===== src/rtl/cpu_mode_ctrl.sv =====
module cpu_mode_ctrl #(
  parameter logic [7:0] PFX_OP  = 8'h42,
  parameter logic [7:0] XCHG_OP = 8'hFB
) (
  input  logic        clk,
  input  logic        rst_n,
  input  logic        op_valid,
  input  logic [7:0]  op_byte,
  input  logic        v_in,
  input  logic        c_in,
  input  logic        m_flag,
  input  logic        x_flag,
  input  logic [2:0]  vec_src,
  output logic        emu_hi,
  output logic        emu_lo,
  output logic        v_new,
  output logic        c_new,
  output logic        xchg_done,
  output logic        idx_clear,
  output logic [1:0]  mode,
  output logic [1:0]  acc_w,
  output logic [1:0]  idx_w,
  output logic [23:0] vec_addr
);
  localparam logic [1:0] W8 = 2'd0, W16 = 2'd1, W32 = 2'd2;

  logic armed;
  logic hit;
  logic [3:0] bank, slot;

  assign hit = op_valid && armed && (op_byte == XCHG_OP);

  always_ff @(posedge clk or negedge rst_n) begin
    if (!rst_n) begin
      armed     <= 1'b0;
      emu_hi    <= 1'b1;
      emu_lo    <= 1'b1;
      v_new     <= 1'b0;
      c_new     <= 1'b0;
      xchg_done <= 1'b0;
      idx_clear <= 1'b0;
    end else begin
      xchg_done <= hit;
      idx_clear <= hit && !emu_hi && v_in && !x_flag;
      if (op_valid) armed <= (op_byte == PFX_OP);
      if (hit) begin
        emu_hi <= v_in;
        emu_lo <= c_in;
        v_new  <= emu_hi;
        c_new  <= emu_lo;
      end
    end
  end

  always_comb begin
    case ({emu_hi, emu_lo})
      2'b00:   mode = 2'd0;
      2'b10:   mode = 2'd1;
      2'b11:   mode = 2'd2;
      default: mode = 2'd3;
    endcase
  end

  assign acc_w = m_flag ? W8 : (emu_lo ? W16 : W32);
  assign idx_w = x_flag ? W8 : (emu_hi ? W16 : W32);

  assign bank = !emu_hi ? 4'hD : (emu_lo ? 4'hF : 4'hE);

  always_comb begin
    case (vec_src)
      3'd0:    slot = 4'h4;
      3'd1:    slot = (emu_hi && emu_lo) ? 4'hE : 4'h6;
      3'd2:    slot = 4'hA;
      3'd4:    slot = 4'hC;
      default: slot = 4'hE;
    endcase
  end

  assign vec_addr = (vec_src == 3'd4) ? 24'h00FFFC : {12'h00F, 4'hF, bank, slot};
endmodule



===== config.mk =====
export PLATFORM = sky130hd
export DESIGN_NAME = cpu_mode_ctrl
export DESIGN_NICKNAME = d
export VERILOG_FILES = /design/src/rtl/cpu_mode_ctrl.sv
export SDC_FILE = /design/constraint.sdc
export NUM_CORES = 1
export LEC_CHECK = 0
export ABC_AREA = 1
export BUFFER_PORTS_ARGS = -buffer_cell sky130_fd_sc_hd__buf_2
export CAP_MARGIN = 20
export CORE_MARGIN = 4
export CORE_UTILIZATION = 39
export CTS_CLUSTER_SIZE = 30
export DETAILED_ROUTE_END_ITERATION = 8
export PLACE_DENSITY = 0.9
export RECOVER_POWER = 100
export SKIP_LAST_GASP = 1
export SYNTH_ARGS = -nofsm -noshare
export SYNTH_HDL_FRONTEND = slang
export SYNTH_SLANG_ARGS = --single-unit

===== constraint.sdc =====
create_clock -name clk -period 3.2 [get_ports clk]
set_input_delay 0 -clock clk [delete_from_list [all_inputs] [get_ports clk]]
set_output_delay 0 -clock clk [all_outputs]
set_load 0.02 [all_outputs]

==> impl_metrics.yaml <==
status:
  status: "finished, final reports clean"
layout:
  num-nets-final: 138
  drive_gt1_frac: 0.259
  multiInputGateArea_um2: 318
  syn_to_final_growth_pct: 21.1
  num_antenna_cells: 0
  filler_cell_count: 164
  finalInstanceArea_um2: 746
  final_core_util: 0.495
  stdcell_count: 132
  ff_latch_area_um2: 178
clock_tree:
  clock-sinks: 7
  clock_latency_ns: 0.25
  cts_setup_buffers: 0
  clock_tree.buffer_depth: 2
  clk_pin_slew_ns: 0.05
  post_cts_resize_count: 0
  cts_tree: "built"
  root_buffer: "clkbuf_4"
  cts_made_buffers: 3
  cts_hold_buf: 2
  htreeDepth: 1
drt:
  drtIter0Drc: 3
  vias: 558
  avgViaCountPerCell: 4.23
  drt_first_pass_iters: 3
  drc: 0
  drtAntennaViolNets: 0
  routed_wl_um: 1360
  wl_per_cell_um: 10.3
grt:
  grt_max_degree: 8
  grt_pass1_vias: 489
  overflow: 0
  grt_first_pass_wirelength_um: 1920
  grt_antenna_before_repair: 0
  grt.total_usage: 0.124
sta:
  final_hold_viol_count: 0
  rsz0062_at_grt: "false"
  slew_viol_final: 0
  setup_viol: 0
  layout_min_cycle_time_ns: 1.62
  fmax_ghz: 0.619
  setup-tns-final_ns: 0
  fin_crit_sh: 0.505
  fin_ws_ns: 1.58
  fin_skew_ns: 0.00340
logic_synthesis:
  synth.area.top_cells: "buf_4, dfrtp_1, nand2_1"
  synth_top_area_cell: "buf_4"
  yosysSeqAreaShare: 0.289
  synth.distinct_cells: 20
  synth.ff_latch_count: 7
  synth_cells: 78
  ys.flop_type: "dfrtp_1"
  synthMostInstantiatedCell: "buf_4"
  synth_edf_count: 0
  yosysTopAreaCellShare: 0.232
  synth_common_cells: "buf_4, nand2_1, inv_1"
  ys_warn_count: 0
  synth_async_sr_flop_share: 1.00
  syn-mean-instance-area_um2: 7.89
  netlist_area_um2: 616
worst_setup_path:
  cp_slowest_stage_delay_ns: 0.63
  required_ns: 3.20
  crit_type: "flop to output port"
  timing.rr.start: "armed$_DFFE_PN0P_"
  cp_top_family: "flip-flops"
  path_buf_inv: 2
  path_max_fanout: 7
  worstSetupStartpoint: "emu_hi$_DFFE_PN1P_"
  critPathCaptureType: "output port"
  path_cells: "inv_1 > ha_1 > or2_2 > clkbuf_1"
  cp_slowest_cell: "dfstp_1"
  cp-start-kind: "flop"
  arrival_ns: 1.62
power_and_ir_drop:
  clock_power_share: 0.356
  p_int_uw: 150
  p_leak_nw: 0.434
  powerDensity_mw_per_mm2: 299
  power.switching_uw: 72.6
  pwr-share-comb: 0.246
  ir_drop_uv: 277
  switching_share: 0.326
  pwr-share-seq: 0.398
placement:
  dp_hpwl_um: 1160
  io_buffers: 34
  place.gp.congestion: 0.715
  place_area_um2: 727
  post-place-ws_ns: 1.94
  dp.cells: 126
die:
  die_area_mm2: 0.00228
  start_util: 0.409
  coreArea_mm2: 0.00151
  rows: 14
  die_y_um: 47.7
  io_pins: 54
  die_w_um: 47.7
flow_run:
  max-cap-violations: 0
min_path:
  min_from: "v_in"
  min_path_type: "primary input to flop"
layout make-up:
class                   count  area share
well taps                  16      0.0268
inverters                   9      0.0453
repair buffers             36       0.228
multi-input cells          60       0.426
flip-flops and latches      7       0.238
clock buffers               4      0.0352
metal layers:
layer | vias up | part of all wire | track usage
li1 | 280 | - | -
met1 | 235 | 0.33 | 0.112
met2 | 43 | 0.49 | 0.243
met3 | 0 | 0.18 | 0.0602
met4 | 0 | 0 | 0.0323
met5 | - | 0 | 0
flip-flops by register name, summed over array words and instances (netlist names):
signal	flops
emu_hi	1
v_new	1
emu_lo	1
xchg_done	1
idx_clear	1
c_new	1
armed	1
path summary, 6_finish.rpt:
path / cells after the start / slack, ns / end
max: 4 / 1.58 / mode[1]
min: 3 / 0.01 / emu_hi$_DFFE_PN1P_
max reg2reg: 5 / 2.04 / c_new$_DFFE_PN0P_
min reg2reg: 2 / 0.48 / v_new$_DFFE_PN0P_
max in group asynchronous: 2 / 2.69 / emu_lo$_DFFE_PN1P_
min in group asynchronous: 2 / 0.19 / v_new$_DFFE_PN0P_
placed cells by master (no fill, tap or decap):
cell type and count:
nor3_1 1, dfrtp_1 5, inv_2 1, nand3_1 1, dlygate4sd3_1 2, nor2_4 2
ha_1 3, or2_2 1, a211o_1 1, nand2_1 16, nor2_2 1, nand3b_1 1
clkbuf_1 17, nand2_2 2, nand3_4 1, nor2_1 7, clkbuf_4 3, buf_2 18
dfstp_1 2, nand4_2 1, nand4_1 3, inv_1 8, conb_1 19
kinds of logic after synthesis:
group | Yosys count | share of synthesized area
other | 2 | 0.0122
buffers and inverters | 28 | 0.287
AO/OA/AOI/OAI | 1 | 0.0142
AND/OR/NAND/NOR | 37 | 0.337
flip-flops | 7 | 0.289
adder cells (fa/ha/maj) | 3 | 0.0610
stage by stage:
stage | total power, mW | hold WS (ns)
floorplan | 0.142 | -0.296
global placement | 0.142 | -0.163
detailed placement | 0.144 | -0.157
CTS | 0.228 | 0.00220
global route | 0.239 | 0.0137
finish | 0.223 | 0.0149
power groups by stage:
stage	clock, mW	sequential [mW]	combinational (mW)
2_1_floorplan	0	0.0903	0.0517
5_1_grt	0.0904	0.0886	0.0601
6_report	0.0793	0.0887	0.0547
3_5_place_dp	0	0.0903	0.0537
3_3_place_gp	0	0.0903	0.0519
4_1_cts	0.0837	0.0888	0.0557
worst register-to-register path, delay by kind of cell, from the launching register on:
kind / cells / cell delay, ns
AND/OR/NAND/NOR: 5 / 0.69
flip-flops: 1 / 0.36
No activity file was read; power rests on OpenSTA's default activity.
